--- config.mk ---
export PLATFORM = sky130hd
export DESIGN_NAME = ovl_top
export DESIGN_NICKNAME = d
export VERILOG_FILES = /design/src/rtl/ovl_pkg.sv /design/src/rtl/ovl_plane.sv /design/src/rtl/ovl_regfile.sv /design/src/rtl/ovl_window.sv /design/src/rtl/ovl_top.sv
export SDC_FILE = /design/constraint.sdc
export NUM_CORES = 2
export LEC_CHECK = 0
export BUFFER_PORTS_ARGS = -buffer_cell sky130_fd_sc_hd__clkbuf_2
export CORE_MARGIN = 4
export CORE_UTILIZATION = 60
export DETAILED_ROUTE_END_ITERATION = 10
export PLACE_DENSITY = 0.77
export RECOVER_POWER = 50
export SLEW_MARGIN = 0
export SYNTH_ARGS = -nofsm -noshare
export SYNTH_HDL_FRONTEND = slang
export SYNTH_SLANG_ARGS = --single-unit
--- constraint.sdc ---
create_clock -name clk -period 6.5 [get_ports clk]
set_input_delay 0.975 -clock clk [delete_from_list [all_inputs] [get_ports clk]]
set_output_delay 0.975 -clock clk [all_outputs]
set_load 0.01 [all_outputs]
--- src/rtl/ovl_pkg.sv ---
package ovl_pkg;
  localparam int CUR_DIM   = 32;
  localparam int CUR_IDX_W = $clog2(CUR_DIM);
  localparam int REG_AW    = 12;
  localparam int REG_DW    = 32;

  localparam logic [REG_AW-1:0] OFS_MISC  = 12'h818;
  localparam logic [REG_AW-1:0] OFS_POS   = 12'h8FC;
  localparam logic [REG_AW-1:0] OFS_SHAPE = 12'h900;
  localparam logic [REG_AW-1:0] OFS_COLOR = 12'h980;
  localparam int                MISC_FLAG_BIT = 25;

  localparam logic [15:0] PARK_COORD = 16'hF000;
  localparam logic [8:0]  ENTRY_CLR  = 9'd258;
  localparam logic [8:0]  ENTRY_SET  = 9'd259;

  typedef struct packed {
    logic                 hit;
    logic [CUR_IDX_W-1:0] row;
    logic [CUR_IDX_W-1:0] bit_sel;
  } win_t;
endpackage

--- src/rtl/ovl_plane.sv ---
module ovl_plane #(
  parameter int ROWS  = 32,
  parameter int WIDTH = 32,
  localparam int IDX_W = $clog2(ROWS)
) (
  input  logic             clk,
  input  logic             we,
  input  logic [IDX_W-1:0] waddr,
  input  logic [WIDTH-1:0] wdata,
  input  logic [IDX_W-1:0] raddr,
  output logic [WIDTH-1:0] rdata
);
  logic [WIDTH-1:0] mem [ROWS];

  always_ff @(posedge clk) begin
    if (we) mem[waddr] <= wdata;
  end

  assign rdata = mem[raddr];
endmodule

--- src/rtl/ovl_regfile.sv ---
module ovl_regfile
  import ovl_pkg::*;
#(
  parameter int COORD_W = 16
) (
  input  logic                 clk,
  input  logic                 rst,
  input  logic                 reg_wr,
  input  logic                 reg_rd,
  input  logic [REG_AW-1:0]    reg_addr,
  input  logic [REG_DW-1:0]    reg_wdata,
  output logic [REG_DW-1:0]    reg_rdata,
  output logic [COORD_W-1:0]   pos_x,
  output logic [COORD_W-1:0]   pos_y,
  output logic                 shape_we,
  output logic                 color_we,
  output logic [CUR_IDX_W-1:0] plane_row
);
  localparam int SPAN_LSB = CUR_IDX_W + 2;

  logic [REG_DW-1:0] misc_q;

  assign plane_row = reg_addr[SPAN_LSB-1:2];
  assign shape_we  = reg_wr && (reg_addr[REG_AW-1:SPAN_LSB] == OFS_SHAPE[REG_AW-1:SPAN_LSB]);
  assign color_we  = reg_wr && (reg_addr[REG_AW-1:SPAN_LSB] == OFS_COLOR[REG_AW-1:SPAN_LSB]);

  always_ff @(posedge clk) begin
    if (rst) begin
      pos_x  <= COORD_W'(PARK_COORD);
      pos_y  <= COORD_W'(PARK_COORD);
      misc_q <= '0;
    end else if (reg_wr) begin
      if (reg_addr == OFS_POS) begin
        pos_x <= reg_wdata[31:16];
        pos_y <= reg_wdata[15:0];
      end
      if (reg_addr == OFS_MISC) misc_q <= reg_wdata;
    end
  end

  always_ff @(posedge clk) begin
    if (rst) begin
      reg_rdata <= '0;
    end else if (reg_rd && reg_addr == OFS_MISC) begin
      reg_rdata <= misc_q | (REG_DW'(1) << MISC_FLAG_BIT);
    end else begin
      reg_rdata <= '0;
    end
  end
endmodule

--- src/rtl/ovl_window.sv ---
module ovl_window
  import ovl_pkg::*;
#(
  parameter int COORD_W = 16
) (
  input  logic [COORD_W-1:0] pix_x,
  input  logic [COORD_W-1:0] pix_y,
  input  logic [COORD_W-1:0] pos_x,
  input  logic [COORD_W-1:0] pos_y,
  input  logic [COORD_W-1:0] line_width,
  output win_t               win
);
  localparam int EW = COORD_W + 1;

  logic [EW-1:0] xe, ye, px, py, wd, dx, dy;
  logic          in_rows, in_cols, visible;

  assign xe = {1'b0, pix_x};
  assign ye = {1'b0, pix_y};
  assign px = {1'b0, pos_x};
  assign py = {1'b0, pos_y};
  assign wd = {1'b0, line_width};
  assign dx = xe - px;
  assign dy = ye - py;

  assign in_rows = (ye >= py) && (ye < py + EW'(CUR_DIM));
  assign in_cols = (xe >= px) && (xe < px + EW'(CUR_DIM));
  assign visible = (px < wd) && (xe < wd);

  assign win.hit     = in_rows && in_cols && visible;
  assign win.row     = dy[CUR_IDX_W-1:0];
  assign win.bit_sel = CUR_IDX_W'(CUR_DIM - 1) - dx[CUR_IDX_W-1:0];
endmodule

--- src/rtl/ovl_top.sv ---
module ovl_top
  import ovl_pkg::*;
#(
  parameter int COORD_W = 16,
  parameter int PIX_W   = 8
) (
  input  logic               clk,
  input  logic               rst,
  input  logic               reg_wr,
  input  logic               reg_rd,
  input  logic [11:0]        reg_addr,
  input  logic [31:0]        reg_wdata,
  output logic [31:0]        reg_rdata,
  input  logic [COORD_W-1:0] line_width,
  input  logic               pix_valid,
  input  logic [COORD_W-1:0] pix_x,
  input  logic [COORD_W-1:0] pix_y,
  input  logic [PIX_W-1:0]   pix_idx,
  output logic               out_valid,
  output logic [8:0]         out_idx
);
  localparam int OUT_W = 9;

  logic [COORD_W-1:0]   pos_x, pos_y;
  logic                 shape_we, color_we;
  logic [CUR_IDX_W-1:0] plane_row;
  logic [CUR_DIM-1:0]   shape_row, color_row;
  win_t                 win;
  logic [OUT_W-1:0]     next_idx;

  ovl_regfile #(.COORD_W(COORD_W)) u_regs (
    .clk(clk), .rst(rst), .reg_wr(reg_wr), .reg_rd(reg_rd),
    .reg_addr(reg_addr), .reg_wdata(reg_wdata), .reg_rdata(reg_rdata),
    .pos_x(pos_x), .pos_y(pos_y), .shape_we(shape_we),
    .color_we(color_we), .plane_row(plane_row)
  );

  ovl_plane #(.ROWS(CUR_DIM), .WIDTH(CUR_DIM)) u_shape (
    .clk(clk), .we(shape_we), .waddr(plane_row), .wdata(reg_wdata),
    .raddr(win.row), .rdata(shape_row)
  );

  ovl_plane #(.ROWS(CUR_DIM), .WIDTH(CUR_DIM)) u_color (
    .clk(clk), .we(color_we), .waddr(plane_row), .wdata(reg_wdata),
    .raddr(win.row), .rdata(color_row)
  );

  ovl_window #(.COORD_W(COORD_W)) u_win (
    .pix_x(pix_x), .pix_y(pix_y), .pos_x(pos_x), .pos_y(pos_y),
    .line_width(line_width), .win(win)
  );

  always_comb begin
    next_idx = OUT_W'(pix_idx);
    if (win.hit && shape_row[win.bit_sel]) begin
      next_idx = color_row[win.bit_sel] ? ENTRY_SET : ENTRY_CLR;
    end
  end

  always_ff @(posedge clk) begin
    if (rst) begin
      out_valid <= 1'b0;
      out_idx   <= '0;
    end else begin
      out_valid <= pix_valid;
      if (pix_valid) out_idx <= next_idx;
    end
  end
endmodule

Yosys cells after proc, flatten, opt, wreduce, memory -nomap -nowiden
Memory sizes are Yosys's and may differ from the RTL's.
Cells that the tools add are included.
Word-level totals
  input port bits: 105
  word-level logic and storage cells: 49
  bits in writable memories: 2048
  output and inout port bits: 42
  register bits after elaboration: 106
  memories: 2
Memories
  u_color.mem: words 32, bits a word 32, read ports 1, clocked after Yosys merged registers in 0, wr ports 1, RTL line ovl_plane.sv:13  | logic [WIDTH-1:0] mem [ROWS];
  u_shape.mem: words 32, bits a word 32, read ports 1, clocked after Yosys merged registers in 0, wr ports 1, RTL line ovl_plane.sv:13
Cells by class
  magnitude comparators: 7
  multiplexer cells: 11
  add/subtract/negate cells: 5
  bitwise logic cells: 1
  equal/unequal tests: 4
  reduce and logical (&&, ||, !) cells: 12
Operator list (number)
  16-bit by 6-bit adder with 17-bit output, second input constant: 2
  16-bit by 17-bit < comparator with 1-bit output: 2
  16-bit greater-or-equal comparator: 2
  16-bit < comparator: 2
  26-bit two-way mux: 1
  12-bit == test, second input constant: 2
  1-bit binary-select mux with 5-bit select: 2
  5-bit == test, second input constant: 2
  5-bit subtractor: 2
  1-bit logical AND: 9
  9-bit two-way mux: 1
  1-bit two-way mux: 7
  5-bit by 6-bit < comparator with 1-bit output, second input constant: 1
  5-bit subtractor, first input constant: 1
  2-bit AND reduction: 2
  2-bit OR reduction: 1
  1-bit inverter: 1

Longest topological paths before layout
  word-level depth: 7
  mapped depth: 23
  depth with buffers taken out: 15

Modules after synthesis
A second synthesis with hierarchy kept.
Unflattened totals
  cells, all modules: 5217
  area, all modules: 86628.1 µm²
By module, submodules not included
  ovl_plane: cells each 2228, seq. area each 30749.5 µm², instances 2, area an instance 39844.5 µm²
  ovl_regfile: cells each 336, seq. area each 1901.8 µm², instances 1, area an instance 3457.1 µm²
  ovl_window: cells each 335, seq. area each 0.0 µm², instances 1, area an instance 2519.9 µm²
  ovl_top: cells each 90, seq. area each 200.2 µm², instances 1, area an instance 962.2 µm²

Least setup slack after synthesis
Ideal clock, no wire load.
  path type: input to register
  start point: input pix_y[0]
  end point: register out_idx[0]
  data arrival time: 4.558 ns
  cell stages on the path: 19
  required time: 6.369 ns
  setup time: 0.131 ns
  path buffers: 7
  setup slack: 1.811 ns
  cells stage by stage: inv_1 ha_1 inv_1 fa_1 buf_4 buf_4 buf_4 buf_4 buf_4 buf_4 buf_2 mux4_2 mux4_2 a221oi_1 a31oi_1 a311oi_1 nand3_1 nand4_1 o22ai_1
On the way
  longest elaborated chain between the ends: 6
RTL lines
  from (decl): RTL line ovl_top.sv:17  | input logic [COORD_W-1:0] pix_y,
  5-bit subtractor, or another cell as far along: RTL line ovl_window.sv:24  | assign dy = ye - py;
  memory read 32 x 32 bit / 1-bit logical AND (equally long branches)
  1-bit binary-select mux with 5-bit select, or another cell as far along: RTL line ovl_top.sv:56  | next_idx = color_row[win.bit_sel] ? ENTRY_SET : ENTRY_CLR;
  1-bit two-way mux (not written as such), or another cell as far along: RTL line ovl_top.sv:56
  1-bit two-way mux / 1-bit logical AND (equally long branches): RTL line ovl_top.sv:56, ovl_top.sv:55
  9-bit two-way mux (*): RTL line ovl_top.sv:55  | if (win.hit && shape_row[win.bit_sel]) begin
  to (signal assigned): RTL line ovl_top.sv:66  | if (pix_valid) out_idx <= next_idx;
  to (decl): RTL line ovl_top.sv:20  | output logic [8:0] out_idx
Mark *: on every way between the ends. The rest lies on a longest branch, timed or not. The select of a mux whose other input is x is not followed.
A chain may end at the register's enable or synchronous reset.

Final worst setup path
  start point: register u_regs.pos_y[0]
  end point: register out_idx[0]
On the way
  longest elaborated chain between the ends: 7
RTL lines
  from (decl): RTL line ovl_regfile.sv:14  | output logic [COORD_W-1:0] pos_y,
  from (signal assigned): RTL line ovl_regfile.sv:30  | pos_y <= COORD_W'(PARK_COORD);
  from (signal assigned): RTL line ovl_regfile.sv:35  | pos_y <= reg_wdata[15:0];
  branches (longest 6 deep; another with memory read 32 x 32 bit)
  9-bit two-way mux (*): RTL line ovl_top.sv:55
Mark *: on every way between the ends. The select of a mux whose other input is x is not followed.

==> results.yml <==
clocking:
  cts_hold_buf: 0
  clock-sinks: 2153
  cts.clk_slew.worst_paths_ps: 70
  cts_tree: "yes"
  clk_path_buf_depth: 3
  cts_buffers: 200
  cts_resized: 0
  clockRootBuffer: "clkbuf_16"
  insertion_delay_ps: 830
  post_cts_buffers: 0
  cts_max_level: 4
sta:
  hold_viol: 0
  fin_skew_ps: 26.68
  rsz0062_at_grt: "no"
  tns_ps: 0
  tightest_slew_ps: 3996
  slew_headroom: -1.664
  finalCritPeriodShare: 0.8372
  setup_viol: 0
  fmax_mhz: 183.8
  slew_viol_final: 2209
  fin_ws_ps: 1059
  min_period_ps: 5442
placement:
  preCtsSetupSlack_ps: 637.6
  gp_congestion: 0.8490
  place_inst: 6154
  dpl.hpwl_mm: 128.3
  portBuffers: 146
critical_path:
  critPathCapture: "out_idx[0]"
  crit_type: "flip-flop to flip-flop"
  r2r-start: "u_regs.pos_y[0]"
  r2r_slack_ps: 1060
  r2r_cells: 14
  critPathLaunch: "u_regs.pos_y[0]"
  critPathArrivalTime_ps: 6110
  startpoint_type: "flip-flop"
  rr_endpoint: "out_idx[0]"
  endpoint_kind: "flip-flop"
  cp_max_fo: 27
  required_ps: 7170
power:
  switching_power_mw: 6.154
  seq_power_share: 0.539
  pwr-share-comb: 0.057
  p_int_mw: 22.08
  swShare: 0.2180
  vdd_drop_max_v: 0.0002542
  powerDensity_nw_per_um2: 296.8
  leakagePower_nw: 30.38
  clkPwrFrac: 0.403
floorplanning:
  initial_core_util: 0.6070
  die_area_sq_um: 147800
  num_rows: 137
  io_pins: 147
  die_h_um: 384.4
  core_sq_um: 140000
  die_w_um: 384.4
final_layout:
  fin_cells: 6532
  area.growth.synth_to_final_pct: 11.90
  nNetsFinal: 4676
  final.fill_count: 8395
  layout-drive-gt1-share: 0.2605
logic_synthesis:
  netlist.area_leader.share: 0.7235
  yosysUniqueCellTypes: 80
  synthTopCellsByArea: "edfxtp_1 (72%), mux4_2 (14%), dfxtp_1 (2.5%)"
  synth-warning-count: 0
  syn_area_sq_um: 85010
  yosysSeqAreaShare: 0.7482
  async_flop_share: 0
  synth_top_area_cell: "edfxtp_1"
  synth_commonest_cells: "edfxtp_1 (2048), mux4_2 (544), nand2_1 (317)"
  yosysMostFrequentCell: "edfxtp_1"
  synth-seq-cells: 2153
  synth.avg_cell_area_sq_um: 20.42
  synthCells: 4162
  synth_flop_cell: "edfxtp_1"
  synth_edf_count: 2048
  syn_nets: 4358
detailed_routing:
  firstDrtPassIters: 8
  routedWlPerCell_um: 35.59
  vias: 45720
  antenna_left: 0
  drt_first_iter_violations: 7850
  drc: 0
  finalWirelength_mm: 232.5
  vias_per_cell: 6.999
outcome:
  status: "finished, violations left"
  violations: "capacitance limit, slew limit"
min_path:
  min_path_type: "input port to flip-flop"
global_routing:
  grt-ovfl-total: 0
  grt_max_degree: 68
  grt_pass1_wl_mm: 333.1
  antenna_found_initial: 15
  track_usage: 0.3198
  grt_pass1_vias: 45820
run:
  drv_cap: 34
## critical path, stage by stage (launching register included)
cell	delay, ps
dfxtp_1	420
ha_4	160
inv_1	50
fa_4	1190
buf_12	280
buf_12	240
mux4_2	560
mux2_2	290
o21ai_0	860
o21ai_0	300
a21oi_1	240
or4_1	160
nand3_1	150
nand4_1	240
o22ai_1	90
## power by group through the flow
| stage | sequential (mW) | combinational [mW] | clock [mW] |
|---|---|---|---|
| floorplan | 15.5 | 0.864 | 0 |
| global route | 15.2 | 1.68 | 12.1 |
| finish | 15.2 | 1.62 | 11.4 |
| detailed placement | 15.5 | 1.57 | 0 |
| CTS | 15.2 | 1.59 | 11.4 |
| global placement | 15.5 | 1.53 | 0 |
## through the flow
step | utilization | power, mW | area [sq um] | hold WS, ps
after floorplan | - | 16.35 | 85010 | 427.3
after global placement | 0.6354 | 17.02 | 88980 | 437.0
after detailed placement | 0.6354 | 17.05 | 88980 | 439.6
after CTS | 0.6801 | 28.21 | 95240 | 315.5
after global routing | 0.6791 | 28.99 | 95100 | 347.4
final | 0.6792 | 28.23 | 95120 | 363.8
## kinds of logic after synthesis
kind of cell	share of synthesized area
flip-flops	0.7482
AND/OR/NAND/NOR	0.03524
multiplexers	0.1543
AO/OA/AOI/OAI	0.02630
buffers and inverters	0.01947
adder cells (fa/ha/maj)	0.01357
XOR/XNOR	0.002870
## worst min-delay path by stage
| stage | startpoint | depth (start not counted) | to | slack (ps) |
|---|---|---|---|---|
| finish | pix_idx[6] | 2 | out_idx[6] | 360 |
| global route | pix_idx[5] | 2 | out_idx[5] | 350 |
| CTS | pix_idx[6] | 2 | out_idx[6] | 320 |
| detailed placement | u_regs.misc_q[24] | 2 | u_regs.misc_q[24] | 440 |
| global placement | u_regs.misc_q[14] | 2 | u_regs.misc_q[14] | 440 |
| floorplan | u_regs.misc_q[0] | 2 | u_regs.misc_q[0] | 430 |
## layout by cell type (no fill, tap or decap), drive strengths merged, types with 68 or more instances in the layout
cell	count
buf	154
clkbuf	443
nor2	114
nand2	319
dfxtp	105
inv	68
ha	89
clkinv	77
mux2i	68
mux4	549
a21oi	117
edfxtp	2048
## flip-flops by register name, indices dropped and copies added, names as in the netlist
| name | cells |
|---|---|
| u_regs.pos_y | 16 |
| u_regs.misc_q | 31 |
| u_regs.pos_x | 16 |
| u_regs.reg_rdata | 32 |
| u_shape.mem | 1024 |
| out_valid | 1 |
| out_idx | 9 |
| u_color.mem | 1024 |
## metal layers
| metal | track usage | vias up | wire [um] |
|---|---|---|---|
| met5 | 0 | - | 85 |
| met4 | 0.1223 | 8 | 10750 |
| met3 | 0.08540 | 636 | 31750 |
| met2 | 0.5046 | 3797 | 111100 |
| met1 | 0.4350 | 23470 | 78830 |
| li1 | - | 17800 | - |
## cell type report
class	instances	area, sq um	area share
Timing Repair Buffer	335	2367	0.02489
Clock buffer	262	5374	0.05650
Sequential cell	2153	63600	0.6687
Multi-Input combinational cell	1731	20300	0.2135
Tap cell	1876	2347	0.02468
Clock inverter	109	885.9	0.009313
Antenna cell	7	17.52	0.0001842
Inverter	59	221.5	0.002328
Note: power is estimated with default switching activity, not from simulation.
